## src/rtl/ppg_pkg.sv

```systemverilog
package ppg_pkg;
    typedef enum logic [1:0] {
        CMB_AND   = 2'b00,
        CMB_OR    = 2'b01,
        CMB_XOR   = 2'b10,
        CMB_HONLY = 2'b11
    } cmb_e;

    typedef enum logic [2:0] {
        FLD_HSTART = 3'd0,
        FLD_HSTOP  = 3'd1,
        FLD_VSTART = 3'd2,
        FLD_VSTOP  = 3'd3,
        FLD_MODE   = 3'd4
    } fld_e;

    localparam int FLD_W  = 3;
    localparam int MODE_W = 3;
endpackage

```

## src/rtl/ppg_counters.sv

```systemverilog
module ppg_counters #(
    parameter int HCNT_W = 10,
    parameter int VCNT_W = 11
) (
    input  logic              clk,
    input  logic              rst_n,
    input  logic              de_i,
    input  logic              frame_start_i,
    output logic [HCNT_W-1:0] hcnt_o,
    output logic [VCNT_W-1:0] vcnt_o
);
    localparam logic [HCNT_W-1:0] H_MAX = '1;
    localparam logic [VCNT_W-1:0] V_MAX = '1;

    typedef struct packed {
        logic              de;
        logic [HCNT_W-1:0] h;
        logic [VCNT_W-1:0] v;
    } cnt_st_t;

    cnt_st_t st_d, st_q;

    always_comb begin
        st_d    = st_q;
        st_d.de = de_i;
        if (de_i && !st_q.de) begin
            st_d.h = '0;
        end else if (st_q.h != H_MAX) begin
            st_d.h = st_q.h + 1'b1;
        end
        if (frame_start_i) begin
            st_d.v = '0;
        end else if (!de_i && st_q.de && (st_q.v != V_MAX)) begin
            st_d.v = st_q.v + 1'b1;
        end
    end

    always_ff @(posedge clk) begin
        if (!rst_n) st_q <= '0;
        else        st_q <= st_d;
    end

    assign hcnt_o = st_q.h;
    assign vcnt_o = st_q.v;

    AST_HCNT_RESTART: assert property (@(posedge clk) disable iff (!rst_n)
        (de_i && !st_q.de) |=> (hcnt_o == '0));
    AST_HCNT_NO_WRAP: assert property (@(posedge clk) disable iff (!rst_n)
        ((hcnt_o == H_MAX) && !(de_i && !st_q.de)) |=> (hcnt_o == H_MAX));
    AST_VCNT_CLEAR: assert property (@(posedge clk) disable iff (!rst_n)
        frame_start_i |=> (vcnt_o == '0));
    AST_VCNT_STEP: assert property (@(posedge clk) disable iff (!rst_n)
        (!frame_start_i && !de_i && st_q.de && (vcnt_o != V_MAX))
        |=> (vcnt_o == $past(vcnt_o) + 1'b1));
endmodule

```

## src/rtl/ppg_cfg.sv

```systemverilog
module ppg_cfg #(
    parameter int NUM_OUT = 9,
    parameter int HCNT_W  = 10,
    parameter int VCNT_W  = 11,
    parameter int CH_W    = 4,
    parameter int DW      = 11
) (
    input  logic                                   clk,
    input  logic                                   rst_n,
    input  logic                                   frame_start_i,
    input  logic                                   we_i,
    input  logic [CH_W+ppg_pkg::FLD_W-1:0]         addr_i,
    input  logic [DW-1:0]                          wdata_i,
    output logic [NUM_OUT-1:0][HCNT_W-1:0]         hs_o,
    output logic [NUM_OUT-1:0][HCNT_W-1:0]         he_o,
    output logic [NUM_OUT-1:0][VCNT_W-1:0]         vs_o,
    output logic [NUM_OUT-1:0][VCNT_W-1:0]         ve_o,
    output logic [NUM_OUT-1:0][ppg_pkg::MODE_W-1:0] md_o
);
    import ppg_pkg::*;

    typedef struct packed {
        logic [NUM_OUT-1:0][HCNT_W-1:0] hs;
        logic [NUM_OUT-1:0][HCNT_W-1:0] he;
        logic [NUM_OUT-1:0][VCNT_W-1:0] vs;
        logic [NUM_OUT-1:0][VCNT_W-1:0] ve;
        logic [NUM_OUT-1:0][MODE_W-1:0] md;
    } bank_t;

    typedef struct packed {
        bank_t stg;
        bank_t act;
    } cfg_st_t;

    cfg_st_t st_d, st_q;

    logic [CH_W-1:0] ch_idx;
    fld_e            fld;

    assign ch_idx = addr_i[CH_W+FLD_W-1:FLD_W];
    assign fld    = fld_e'(addr_i[FLD_W-1:0]);

    always_comb begin
        st_d = st_q;
        if (frame_start_i) st_d.act = st_q.stg;
        for (int i = 0; i < NUM_OUT; i++) begin
            if (we_i && (ch_idx == CH_W'(i))) begin
                case (fld)
                    FLD_HSTART: st_d.stg.hs[i] = wdata_i[HCNT_W-1:0];
                    FLD_HSTOP:  st_d.stg.he[i] = wdata_i[HCNT_W-1:0];
                    FLD_VSTART: st_d.stg.vs[i] = wdata_i[VCNT_W-1:0];
                    FLD_VSTOP:  st_d.stg.ve[i] = wdata_i[VCNT_W-1:0];
                    FLD_MODE:   st_d.stg.md[i] = wdata_i[MODE_W-1:0];
                    default:    ;
                endcase
            end
        end
    end

    always_ff @(posedge clk) begin
        if (!rst_n) st_q <= '0;
        else        st_q <= st_d;
    end

    assign hs_o = st_q.act.hs;
    assign he_o = st_q.act.he;
    assign vs_o = st_q.act.vs;
    assign ve_o = st_q.act.ve;
    assign md_o = st_q.act.md;

    AST_ACTIVE_HELD: assert property (@(posedge clk) disable iff (!rst_n)
        !frame_start_i |=> $stable(st_q.act));
    AST_ACTIVE_LOAD: assert property (@(posedge clk) disable iff (!rst_n)
        frame_start_i |=> (st_q.act == $past(st_q.stg)));
endmodule

```

## src/rtl/ppg_channel.sv

```systemverilog
module ppg_channel #(
    parameter int HCNT_W = 10,
    parameter int VCNT_W = 11
) (
    input  logic                       clk,
    input  logic                       rst_n,
    input  logic [HCNT_W-1:0]          hcnt_i,
    input  logic [VCNT_W-1:0]          vcnt_i,
    input  logic [HCNT_W-1:0]          hs_i,
    input  logic [HCNT_W-1:0]          he_i,
    input  logic [VCNT_W-1:0]          vs_i,
    input  logic [VCNT_W-1:0]          ve_i,
    input  logic [ppg_pkg::MODE_W-1:0] md_i,
    output logic                       pulse_o
);
    import ppg_pkg::*;

    typedef struct packed {
        logic pulse;
    } ch_st_t;

    ch_st_t st_d, st_q;
    logic   hwin, vwin, merged;

    always_comb begin
        hwin = (hcnt_i >= hs_i) && (hcnt_i < he_i);
        vwin = (vcnt_i >= vs_i) && (vcnt_i < ve_i);
        case (cmb_e'(md_i[1:0]))
            CMB_AND:   merged = hwin & vwin;
            CMB_OR:    merged = hwin | vwin;
            CMB_XOR:   merged = hwin ^ vwin;
            default:   merged = hwin;
        endcase
        st_d.pulse = merged ^ md_i[2];
    end

    always_ff @(posedge clk) begin
        if (!rst_n) st_q <= '0;
        else        st_q <= st_d;
    end

    assign pulse_o = st_q.pulse;

    AST_EMPTY_HWIN_LOW: assert property (@(posedge clk) disable iff (!rst_n)
        ((hs_i >= he_i) && (md_i == {1'b0, CMB_HONLY})) |=> !pulse_o);
    AST_AND_INSIDE_H: assert property (@(posedge clk) disable iff (!rst_n)
        ((md_i == {1'b0, CMB_AND}) && (hcnt_i < hs_i)) |=> !pulse_o);
endmodule

```

## src/rtl/panel_pulse_gen.sv

```systemverilog
module panel_pulse_gen #(
    parameter int NUM_OUT = 9,
    parameter int HCNT_W  = 10,
    parameter int VCNT_W  = 11
) (
    input  logic                                            clk,
    input  logic                                            rst_n,
    input  logic                                            de_i,
    input  logic                                            frame_start_i,
    input  logic                                            cfg_we_i,
    input  logic [$clog2(NUM_OUT)+ppg_pkg::FLD_W-1:0]       cfg_addr_i,
    input  logic [((VCNT_W > HCNT_W) ? VCNT_W : HCNT_W)-1:0] cfg_wdata_i,
    output logic [NUM_OUT-2:0]                              pulse_o,
    output logic                                            blank_o
);
    import ppg_pkg::*;

    localparam int CH_W = $clog2(NUM_OUT);
    localparam int DW   = (VCNT_W > HCNT_W) ? VCNT_W : HCNT_W;

    logic [HCNT_W-1:0]               hcnt;
    logic [VCNT_W-1:0]               vcnt;
    logic [NUM_OUT-1:0][HCNT_W-1:0]  hs, he;
    logic [NUM_OUT-1:0][VCNT_W-1:0]  vs, ve;
    logic [NUM_OUT-1:0][MODE_W-1:0]  md;
    logic [NUM_OUT-1:0]              chan_out;

    ppg_counters #(.HCNT_W(HCNT_W), .VCNT_W(VCNT_W)) u_cnt (
        .clk           (clk),
        .rst_n         (rst_n),
        .de_i          (de_i),
        .frame_start_i (frame_start_i),
        .hcnt_o        (hcnt),
        .vcnt_o        (vcnt)
    );

    ppg_cfg #(
        .NUM_OUT(NUM_OUT), .HCNT_W(HCNT_W), .VCNT_W(VCNT_W),
        .CH_W(CH_W), .DW(DW)
    ) u_cfg (
        .clk           (clk),
        .rst_n         (rst_n),
        .frame_start_i (frame_start_i),
        .we_i          (cfg_we_i),
        .addr_i        (cfg_addr_i),
        .wdata_i       (cfg_wdata_i),
        .hs_o          (hs),
        .he_o          (he),
        .vs_o          (vs),
        .ve_o          (ve),
        .md_o          (md)
    );

    for (genvar g = 0; g < NUM_OUT; g++) begin : g_chan
        ppg_channel #(.HCNT_W(HCNT_W), .VCNT_W(VCNT_W)) u_ch (
            .clk     (clk),
            .rst_n   (rst_n),
            .hcnt_i  (hcnt),
            .vcnt_i  (vcnt),
            .hs_i    (hs[g]),
            .he_i    (he[g]),
            .vs_i    (vs[g]),
            .ve_i    (ve[g]),
            .md_i    (md[g]),
            .pulse_o (chan_out[g])
        );
    end

    assign pulse_o = chan_out[NUM_OUT-2:0];
    assign blank_o = chan_out[NUM_OUT-1];

    AST_RESET_QUIET: assert property (@(posedge clk)
        !rst_n |=> ((chan_out == '0) || !$past(rst_n) && rst_n));
endmodule

```

## config.mk

```make
export PLATFORM = sky130hd
export DESIGN_NAME = panel_pulse_gen
export DESIGN_NICKNAME = d
export VERILOG_FILES = /design/src/rtl/ppg_pkg.sv /design/src/rtl/ppg_counters.sv /design/src/rtl/ppg_cfg.sv /design/src/rtl/ppg_channel.sv /design/src/rtl/panel_pulse_gen.sv
export SDC_FILE = /design/constraint.sdc
export NUM_CORES = 2
export LEC_CHECK = 0
export BUFFER_PORTS_ARGS = -buffer_cell sky130_fd_sc_hd__buf_2
export CORE_UTILIZATION = 38
export DETAILED_ROUTE_END_ITERATION = 7
export PLACE_DENSITY_LB_ADDON = 0.15
export SLEW_MARGIN = 15
export SYNTH_ARGS = -nofsm -noshare
export SYNTH_HDL_FRONTEND = slang
export SYNTH_HIERARCHICAL = 1
export SYNTH_SLANG_ARGS = --single-unit
```

## constraint.sdc

```tcl
create_clock -name clk -period 4.1 [get_ports clk]
set_input_delay 0.205 -clock clk [delete_from_list [all_inputs] [get_ports clk]]
set_output_delay 0.205 -clock clk [all_outputs]
set_load 0.03 [all_outputs]
```

==> results.ini <==
[setup_path]
arrival_ns = 4.13
path_class = register to register
path_max_fanout = 14
crit_end = g_chan[5].u_ch/pulse_o$_SDFF_PN0_
slowest_delay_ns = 0.71
reg2reg_depth = 12
critical_path_buf_inv_count = 1
rrSetupSlack_ns = 0.56
rr_endpoint = g_chan[5].u_ch/pulse_o$_SDFF_PN0_
crit_chain = buf_4, ha_1, a211o_1, a211oi_2, o211a_1, nor3_1, a2111oi_2, ha_1, mux2i_1, o21ai_0, a21oi_2, mux2i_1
cpMaxStageDelayCell = dfxtp_1
critPathCaptureType = register
cp-startpoint = u_cnt/vcnt_o[6]$_SDFFE_PP0P_
cp_top_family = compound AO/OA/AOI/OAI gates
rr_startpoint = u_cnt/vcnt_o[6]$_SDFFE_PP0P_
cp_num_cells = 12
cp-start-kind = register
critical_path_required_ns = 4.69

[route]
vias = 27900
drc = 0
drt_iter0_drc = 1503
antenna_left = 0
wl_met1_mm = 57.4
via_per_inst = 4.81
wl_met2_mm = 44.0
routed_wl_mm = 107
met3_length_mm = 3.57
wl_per_cell_um = 18.5
topRoutingLayerUsed = met4
drt-pass1-iter-count = 5

[clocking]
clockBufferDepth = 3
cts_tree = built
cts_made_buffers = 96
clk_pin_slew_worst_paths_ns = 0.06
cts_resized = 0
cts-root-buf = clkbuf_16
cts_sinks = 841
hold_buffers = 2
clkLatencyLatePin_ns = 0.67
cts_setup_buffers = 0
cts_htree_levels = 3

[finish]
fill_cells = 11500
mostFrequentLayoutCell = dfxtp_1
drive_above_1_share_pct = 8.28
final_nets = 4591
layout_common_cells = dfxtp_1, mux2i_1, nand2_1
fin_util_pct = 40.0
area_growth_pct = 4.58

[synthesis]
async_reset_ff_share_pct = 0
synth_edf_count = 0
yosysWarnings = 6
synth.top_cell.area_share_pct = 37.9
yosysSeqAreaShare_pct = 37.9
ys_types = 72
syn-cell-area_um2 = 44400
syn-mean-instance-area_um2 = 9.61
synth_fp_nets = 5026
synth_seq_cells = 841
synth_top_area_cell = dfxtp_1
synth_area_leaders = dfxtp_1, mux2i_1, ha_1
synthCells = 4623
synth_flop_cell = dfxtp_1

[timing]
max_freq_mhz = 282
rsz0062_at_grt = no
whs_ns = 0.128
slew_violations = 0
tightest_slew_ns = 1.19
fin_skew_ns = 0.0289
worst_slack_ns = 0.559
setup_viol = 0
period_share_pct = 86.4
fin_crit_ns = 3.54
max_slew_margin_pct = 20.2
hold_viol_final = 0
fin_setup_tns_ns = 0

[floorplan]
io-pin-count = 32
die_y_um = 344
start_util_pct = 38.3
die_x_um = 344
core_area_um2 = 116000
die-area_um2 = 118000
rows = 125

[pwr]
clkPwrFrac_pct = 49.9
p_sw_share_pct = 22.8
switchingPower_w = 0.00409
leakagePower_nw = 20.7
p_int_w = 0.0138
total_power_w = 0.0179
vdd_drop_max_mv = 0.287
pwr-share-comb_pct = 4.4
power_density_nw_per_um2 = 386
pwr-share-seq_pct = 45.7

[run_status]
status = complete, no violations

[global_routing]
grt_max_degree = 235
grt_pass1_wl_mm = 166
grt_antenna_before_repair = 3
grt_pass1_vias = 27600
grt-ovfl-total = 0
grt_usage_pct = 18.2

[flow_run]
drv_cap = 0

[placement]
portBuffers = 31
dp_hpwl_mm = 67.1
gp_congestion = 0.779
dp_slack_ns = 0.591

[worst_hold_path]
hp-start = cfg_we_i
hold_class = primary input to register

==> power groups by stage <==
stage	combinational, W	sequential [W]	clock (W)
6_report	0.000792	0.00820	0.00894
5_1_grt	0.000851	0.00819	0.00952
4_1_cts	0.000806	0.00820	0.00919
3_5_place_dp	0.000803	0.00838	0
3_3_place_gp	0.000804	0.00838	0
2_1_floorplan	0.000530	0.00837	0
==> sequential cells by signal, indices dropped and copies added (netlist names) <==
signal and flops:
g_chan.u_ch/pulse_o 9, u_cfg/he_o 90, u_cfg/hs_o 90, u_cfg/md_o 27, u_cfg/st_q 405, u_cfg/ve_o 99, u_cfg/vs_o 99, u_cnt/hcnt_o 10
u_cnt/st_q 1, u_cnt/vcnt_o 11
==> worst min path at each step <==
stage                                         endpoint  slack (ns)  depth (start not counted)
final                     u_cfg/st_q[427]$_SDFFE_PN0P_        0.13                          4
after global routing      u_cfg/st_q[618]$_SDFFE_PN0P_        0.12                          4
after CTS                 u_cfg/st_q[427]$_SDFFE_PN0P_        0.06                          4
after detailed placement  u_cfg/st_q[617]$_SDFFE_PN0P_        0.45                          2
after global placement    u_cfg/st_q[423]$_SDFFE_PN0P_        0.44                          2
after floorplan              u_cnt/st_q[21]$_SDFF_PN0_        0.33                          1
==> stage by stage <==
step / cell area, um2 / cells
3_5_place_dp: 43100 / 5612
2_1_floorplan: 44400 / 4623
5_1_grt: 46400 / 5788
4_1_cts: 46400 / 5788
6_report: 46400 / 5793
3_3_place_gp: 43100 / 5612
==> Yosys cell counts (all sizes together) (3+ instances only) <==
| library cell | count |
|---|---|
| a211o | 9 |
| a211oi | 43 |
| a2111oi | 9 |
| o21a | 13 |
| a41oi | 8 |
| o21ai | 54 |
| nor4 | 11 |
| dfxtp | 841 |
| a2111o | 9 |
| nor3 | 22 |
| a21oi | 101 |
| nor4b | 5 |
| or3 | 4 |
| nand4b | 3 |
| nand4 | 46 |
| a21o | 60 |
| and4 | 12 |
| nand2 | 467 |
| and3 | 3 |
| and4bb | 5 |
| xor2 | 4 |
| nor4bb | 3 |
| mux2i | 829 |
| nor2b | 412 |
| o22ai | 8 |
| clkbuf | 134 |
| ha | 380 |
| inv | 390 |
| nand2b | 39 |
| o31ai | 3 |
| o211ai | 3 |
| nand3 | 54 |
| or4 | 11 |
| nor2 | 67 |
| buf | 507 |
| o211a | 16 |
| a31oi | 3 |
| nand3b | 9 |
| a221oi | 8 |
==> per-layer routing <==
layer / vias to the layer above / GRT usage (%)
met1: 13200 / 27.4
met2: 305 / 27.3
met5: - / 0
met3: 117 / 2.54
li1: 14200 / -
met4: 0 / 4.20
==> kinds of logic (layout without fill, tap and decap cells) <==
| family | after synthesis | count (layout) | synth area share [%] |
|---|---|---|---|
| and+or+nand+nor | 1181 | 1181 | 14.0 |
| buffers and inverters | 1031 | 672 | 12.6 |
| DFF | 841 | 841 | 37.9 |
| muxes | 830 | 830 | 18.7 |
| adders and majority gates | 380 | 380 | 10.7 |
| AOI/OAI and AO/OA | 355 | 355 | 5.88 |
| xor gates and xnor gates | 5 | 5 | 0.0986 |
| other | 0 | 5 | 0 |
==> area by class of cell <==
type,count,area (um2),share of cell area [%]
clock buffer,136,2850,6.13
antenna,5,12.5,0.0269
sequential,841,16800,36.3
inverter,390,1460,3.15
multi-input combinational,2751,22000,47.4
timing repair buffer,108,908,1.96
clock inverter,38,439,0.946
tap,1524,1910,4.11
==> worst reg2reg max path, cell delays in order, from the launching register on <==
cell and delay (ns):
dfxtp_1 0.71, buf_4 0.38, ha_1 0.20, a211o_1 0.29, a211oi_2 0.21, o211a_1 0.17
nor3_1 0.06, a2111oi_2 0.53, ha_1 0.34, mux2i_1 0.13, o21ai_0 0.12, a21oi_2 0.14
mux2i_1 0.18
Power figures use the tool's default switching activity.
